File: src/rtl/crs_pkg.sv
package crs_pkg;
   typedef enum logic [2:0] {
      ST_TXD_HOLD = 3'd0,
      ST_TXD_WAIT = 3'd1,
      ST_RXD_HOLD = 3'd2,
      ST_RXD_WAIT = 3'd3,
      ST_TST_HOLD = 3'd4,
      ST_TST_WAIT = 3'd5,
      ST_CLK_WAIT = 3'd6,
      ST_RUN      = 3'd7
   } seq_state_e;

   function automatic int max3(input int a, input int b, input int c);
      int m;
      m = (a > b) ? a : b;
      return (m > c) ? m : c;
   endfunction
endpackage

File: src/rtl/crs_sync.sv
module crs_sync #(
   parameter int STAGES  = 2,
   parameter bit RST_VAL = 1'b0
) (
   input  logic clk,
   input  logic arst,
   input  logic d,
   output logic q
);
   logic [STAGES-1:0] sh_q;

   always_ff @(posedge clk or posedge arst) begin
      if (arst) sh_q <= {STAGES{RST_VAL}};
      else      sh_q <= {sh_q[STAGES-2:0], d};
   end

   assign q = sh_q[STAGES-1];
endmodule

File: src/rtl/crs_in_cond.sv
module crs_in_cond #(
   parameter int WIDTH   = 5,
   parameter int STAGES  = 2,
   parameter bit SYNC_EN = 1'b1
) (
   input  logic             clk,
   input  logic             arst,
   input  logic [WIDTH-1:0] d,
   output logic [WIDTH-1:0] q
);
   if (SYNC_EN) begin : g_sync
      for (genvar i = 0; i < WIDTH; i++) begin : g_bit
         crs_sync #(.STAGES(STAGES), .RST_VAL(1'b0)) u_sync (
            .clk (clk),
            .arst(arst),
            .d   (d[i]),
            .q   (q[i])
         );
      end
   end else begin : g_retime
      logic [WIDTH-1:0] r_q;
      always_ff @(posedge clk or posedge arst) begin
         if (arst) r_q <= '0;
         else      r_q <= d;
      end
      assign q = r_q;
   end
endmodule

File: src/rtl/crs_hold_cnt.sv
module crs_hold_cnt #(
   parameter int W = 4
) (
   input  logic         clk,
   input  logic         rst,
   input  logic         run,
   input  logic [W-1:0] limit,
   output logic         done
);
   logic [W-1:0] cnt_q;

   always_ff @(posedge clk or posedge rst) begin
      if (rst)       cnt_q <= '0;
      else if (!run) cnt_q <= '0;
      else           cnt_q <= cnt_q + 1'b1;
   end

   assign done = run && (cnt_q == limit - 1'b1);
endmodule

File: src/rtl/clkmgr_rst_seq.sv
module clkmgr_rst_seq
   import crs_pkg::*;
#(
   parameter int HOLD_TXD    = 4,
   parameter int HOLD_RXD    = 8,
   parameter int HOLD_TST    = 12,
   parameter int SYNC_STAGES = 2,
   parameter bit SYNC_INPUTS = 1'b1
) (
   input  logic       clk,
   input  logic       por_i,
   input  logic       lock_txd_i,
   input  logic       lock_rxd_i,
   input  logic       lock_tst_i,
   input  logic       snk_rdy_i,
   input  logic       src_rdy_i,
   output logic       rst_txd_o,
   output logic       rst_rxd_o,
   output logic       rst_tst_o,
   output logic       sys_rst_n_o,
   output logic [2:0] dbg_state_o
);
   localparam int MAX_HOLD = max3(HOLD_TXD, HOLD_RXD, HOLD_TST);
   localparam int CNT_W    = $clog2(MAX_HOLD + 1);
   localparam int N_IN     = 5;

   if (HOLD_TXD < 1 || HOLD_RXD < 1 || HOLD_TST < 1) begin : g_bad_hold
      $error("clkmgr_rst_seq: every hold length must be at least 1");
   end
   if (SYNC_STAGES < 2 || SYNC_STAGES > 4) begin : g_bad_sync
      $error("clkmgr_rst_seq: SYNC_STAGES must lie in 2..4");
   end

   logic             por_s;
   logic [N_IN-1:0]  in_s;
   seq_state_e       state_q, state_d;
   logic             hold_run, hold_done;
   logic [CNT_W-1:0] hold_lim;
   logic             lk_txd, lk_rxd, lk_tst, snk_ok, src_ok;

   crs_sync #(.STAGES(SYNC_STAGES), .RST_VAL(1'b1)) u_por_sync (
      .clk (clk),
      .arst(por_i),
      .d   (1'b0),
      .q   (por_s)
   );

   crs_in_cond #(.WIDTH(N_IN), .STAGES(SYNC_STAGES), .SYNC_EN(SYNC_INPUTS)) u_in_cond (
      .clk (clk),
      .arst(por_s),
      .d   ({src_rdy_i, snk_rdy_i, lock_tst_i, lock_rxd_i, lock_txd_i}),
      .q   (in_s)
   );

   assign lk_txd = in_s[0];
   assign lk_rxd = in_s[1];
   assign lk_tst = in_s[2];
   assign snk_ok = in_s[3];
   assign src_ok = in_s[4];

   always_comb begin
      hold_run = 1'b1;
      unique case (state_q)
         ST_TXD_HOLD: hold_lim = CNT_W'(HOLD_TXD);
         ST_RXD_HOLD: hold_lim = CNT_W'(HOLD_RXD);
         ST_TST_HOLD: hold_lim = CNT_W'(HOLD_TST);
         default: begin
            hold_lim = CNT_W'(1);
            hold_run = 1'b0;
         end
      endcase
   end

   crs_hold_cnt #(.W(CNT_W)) u_hold (
      .clk  (clk),
      .rst  (por_s),
      .run  (hold_run),
      .limit(hold_lim),
      .done (hold_done)
   );

   always_comb begin
      state_d = state_q;
      unique case (state_q)
         ST_TXD_HOLD: if (hold_done)          state_d = ST_TXD_WAIT;
         ST_TXD_WAIT: if (lk_txd)             state_d = ST_RXD_HOLD;
         ST_RXD_HOLD: if (hold_done)          state_d = ST_RXD_WAIT;
         ST_RXD_WAIT: if (lk_rxd)             state_d = ST_TST_HOLD;
         ST_TST_HOLD: if (hold_done)          state_d = ST_TST_WAIT;
         ST_TST_WAIT: if (lk_tst)             state_d = ST_CLK_WAIT;
         ST_CLK_WAIT: if (snk_ok && src_ok)   state_d = ST_RUN;
         ST_RUN: if (!(lk_txd && lk_rxd && lk_tst)) state_d = ST_TXD_HOLD;
         default:                             state_d = ST_TXD_HOLD;
      endcase
   end

   always_ff @(posedge clk or posedge por_s) begin
      if (por_s) state_q <= ST_TXD_HOLD;
      else       state_q <= state_d;
   end

   assign rst_txd_o   = (state_q == ST_TXD_HOLD);
   assign rst_rxd_o   = (state_q <= ST_RXD_HOLD);
   assign rst_tst_o   = (state_q <= ST_TST_HOLD);
   assign sys_rst_n_o = (state_q == ST_RUN);
   assign dbg_state_o = state_q;
endmodule

File: config.mk
export PLATFORM = sky130hd
export DESIGN_NAME = clkmgr_rst_seq
export DESIGN_NICKNAME = d
export VERILOG_FILES = /design/src/rtl/crs_pkg.sv /design/src/rtl/crs_sync.sv /design/src/rtl/crs_in_cond.sv /design/src/rtl/crs_hold_cnt.sv /design/src/rtl/clkmgr_rst_seq.sv
export SDC_FILE = /design/constraint.sdc
export NUM_CORES = 1
export LEC_CHECK = 0
export ABC_AREA = 1
export BUFFER_PORTS_ARGS = -buffer_cell sky130_fd_sc_hd__buf_2
export CAP_MARGIN = 20
export CORE_MARGIN = 1.5
export CORE_UTILIZATION = 55
export CTS_CLUSTER_DIAMETER = 80
export DETAILED_ROUTE_END_ITERATION = 6
export GPL_TIMING_DRIVEN = 0
export PLACE_DENSITY = 0.77
export RECOVER_POWER = 25
export SYNTH_ARGS = -nofsm -noshare
export SYNTH_HDL_FRONTEND = slang
export SYNTH_HIERARCHICAL = 1
export SYNTH_SLANG_ARGS = --single-unit
File: constraint.sdc
create_clock -name clk -period 1.12 [get_ports clk]
set_input_delay 0.224 -clock clk [delete_from_list [all_inputs] [get_ports clk]]
set_output_delay 0.224 -clock clk [all_outputs]
set_load 0.1 [all_outputs]
==> flow_summary.ini <==
[worst_hold_path]
hp-class = input pin to flop

[setup_path]
critical-path-max-stage-delay_ps = 540
critical_path.cell_chain = buf_4 > nor2_4 > nand2_4 > nand2_4 > nor2_4 > inv_2 > ha_4 > nand2_1 > nand3_1 > nand2_1 > inv_1 > nand2_1 > nor2_2 > inv_2 > nand3_2 > nand2_2 > nor2_4 > nand2_2 > nand2_1 > nand2_1
required_time_of_the_critical_path_ps = 1300
start_kind = flop
worst-setup-path-type = flop to flop
timing.critical_path.fanout_max = 4
timing.critical_path.to_type = flop
crit_path_frequent_cell = nand2_1
cp.arrival_ps = 2610
slowest_stage = dfrtp_4

[die]
die_area_sq_um = 2120
initial_core_util = 0.589
ioPinCount = 14
die_h_microns = 46.0
die_w_microns = 46.0
core.rowCount = 15
coreArea_sq_um = 1730

[layout]
fin_util = 0.899
layout.cells.most_common = nand2_1
layout.nets = 175
n_antenna_cell = 0
fillers = 81
layout_common_cells = nand2_1 (26), inv_1 (14), dfrtp_1 (14)
final_layout_size_suffix_gt1_frac = 0.481
design_area_sq_um = 1550
synthToLayoutAreaGrowth_pct = 52.5

[route]
drt_iter0_markers = 42
num_vias = 969
detail_route.wirelength_mm = 2.72
drc_violations_left = 0
detail_route.first_pass.iterations = 4
routed_wire_length_per_instance_microns = 14.7
drt-vias-per-instance = 5.24
antenna_violating_nets_post_route = 0

[grt]
groute.usage.overall = 0.243
grt_start_max_net_pins = 12
total_congestion_overflow_after_global_routing = 0
vias_in_the_first_global_route = 862
global_route_wire_length_before_repair_mm = 3.57
grt_antenna_before_repair = 0

[yosys]
post_synth_inst_count = 124
synth.distinct_cells = 20
seq_area_frac_synth = 0.470
yosysWarnings = 6
yosys.area.top_type_share = 0.418
yosys_register_bits = 19
yosysTopAreaCell = dfrtp_1
syn_area_sq_um = 1020
synth.avg_cell_area_sq_um = 8.20
synth.top_cells.by_area = dfrtp_1 (42%), nand2_1 (12%), ha_1 (8.6%)

[sta]
layout_setup_ws_ps = -1320
timing.final.crit_period_ps = 2440
whs_ps = 33.8
report.final.slew_viol_count = 0
clock-skew-final_ps = 4.48
setup-violations-final = 14
hold_viol_final = 0
post-route-period-util = 2.17
unrepaired_setup_endpoints_after_global_routing = true
timing.fmax_mhz = 411

[placement]
dp.final_hpwl_mm = 1.44
placed_area_sq_um = 1220
place.port_buffers = 13
gp_congestion = 0.831

[job]
cap_viol_max_count = 0

[cts]
cts_tree = built
cts_made_buffers = 3
clk_latency_ps = 290
clock_path_buffers = 2
cts_root_buffer = clkbuf_4
cts.sink_count = 19
cts-htree-levels = 1
worst_setup_hold_path_clk_slew_ps = 100

[status]
violations = setup timing
run_status = finished with violations
-- routing by layer --
metal | track usage | wire length (microns) | vias to the layer above
met4 | 0.109 | 30 | 0
li1 | - | - | 449
met2 | 0.419 | 1450 | 46
met5 | 0 | 0 | -
met3 | 0.0397 | 157 | 6
met1 | 0.295 | 1080 | 468
-- final timing paths --
kind	start	to	slack [ps]	cells past startpoint
max in group asynchronous	por_i	u_por_sync/sh_q[0]	600	3
min in group asynchronous	u_por_sync/sh_q[1]	u_in_cond/g_sync.g_bit[4].u_sync/sh_q[0]	210	1
setup / recovery	dbg_state_o[1]	dbg_state_o[2]	-1320	20
hold reg to reg	u_por_sync/sh_q[1]	u_in_cond/g_sync.g_bit[4].u_sync/sh_q[0]	210	1
hold / removal	src_rdy_i	u_in_cond/g_sync.g_bit[4].u_sync/sh_q[0]	30	1
setup reg to reg	dbg_state_o[1]	dbg_state_o[2]	-1320	20
-- cell families (layout without fill, tap and decap cells) --
family | after synthesis | count (layout) | share of synthesized area
simple gates | 56 | 56 | 0.241
buf+inv | 29 | 64 | 0.117
flops | 19 | 19 | 0.470
compound gates | 10 | 10 | 0.0652
fa+ha+maj | 7 | 7 | 0.0861
xor+xnor | 2 | 2 | 0.0172
other cells | 1 | 2 | 0.00369
-- cell type report --
type	instances	area, sq um	share of cell area
Clock buffer	3	22.5	0.0145
Sequential cell	19	487	0.314
Inverter	28	131	0.0847
Clock inverter	1	5.00	0.00323
Tap cell	25	31.3	0.0202
Multi-Input combinational cell	77	546	0.352
Timing Repair Buffer	31	318	0.205
Buffer	1	11.3	0.00726
-- through the flow --
| step | setup TNS (ps) | std cells | setup WS, ps |
|---|---|---|---|
| detailed placement | -6670 | 163 | -1350 |
| finish | -8280 | 185 | -1320 |
| global placement | -6600 | 163 | -1330 |
| floorplan | -8060 | 125 | -1380 |
| global route | -9280 | 185 | -1430 |
| CTS | -7900 | 181 | -1190 |
-- flip-flops by register name, summed over array words and instances, names as in the netlist --
register and cells:
u_in_cond/g_sync.g_bit.u_sync/sh_q 10, u_hold/cnt_q 4, dbg_state_o 3, u_por_sync/sh_q 2
-- synth_stat cells (all sizes together) --
cell type  instances
dfstp              2
nand3             14
conb               1
o211ai             2
xnor2              1
dfrtp             17
nor2               8
xor2               1
buf                1
inv               28
nand2             34
ha                 7
o21ai              5
a21oi              3
-- critical path: cells and delay by family, from the launching register on --
kind | cells | cell delay, ps
adders and majority gates | 1 | 140
buffers and inverters | 4 | 350
DFF | 1 | 540
and+or+nand+nor | 15 | 1280
-- repair_timing --
item / CTS / global route
hold endpoints to repair: 2 / 0
resized for setup: 34 / 16
pin swaps: 12 / 14
buffers inserted: 13 / 4
setup endpoints to repair: 14 / 14
hold buffers: 1 / 0
Power is left out: the tool's default activity adds up to more than one toggle a clock period on the data nets, which glitch-free logic cannot reach.
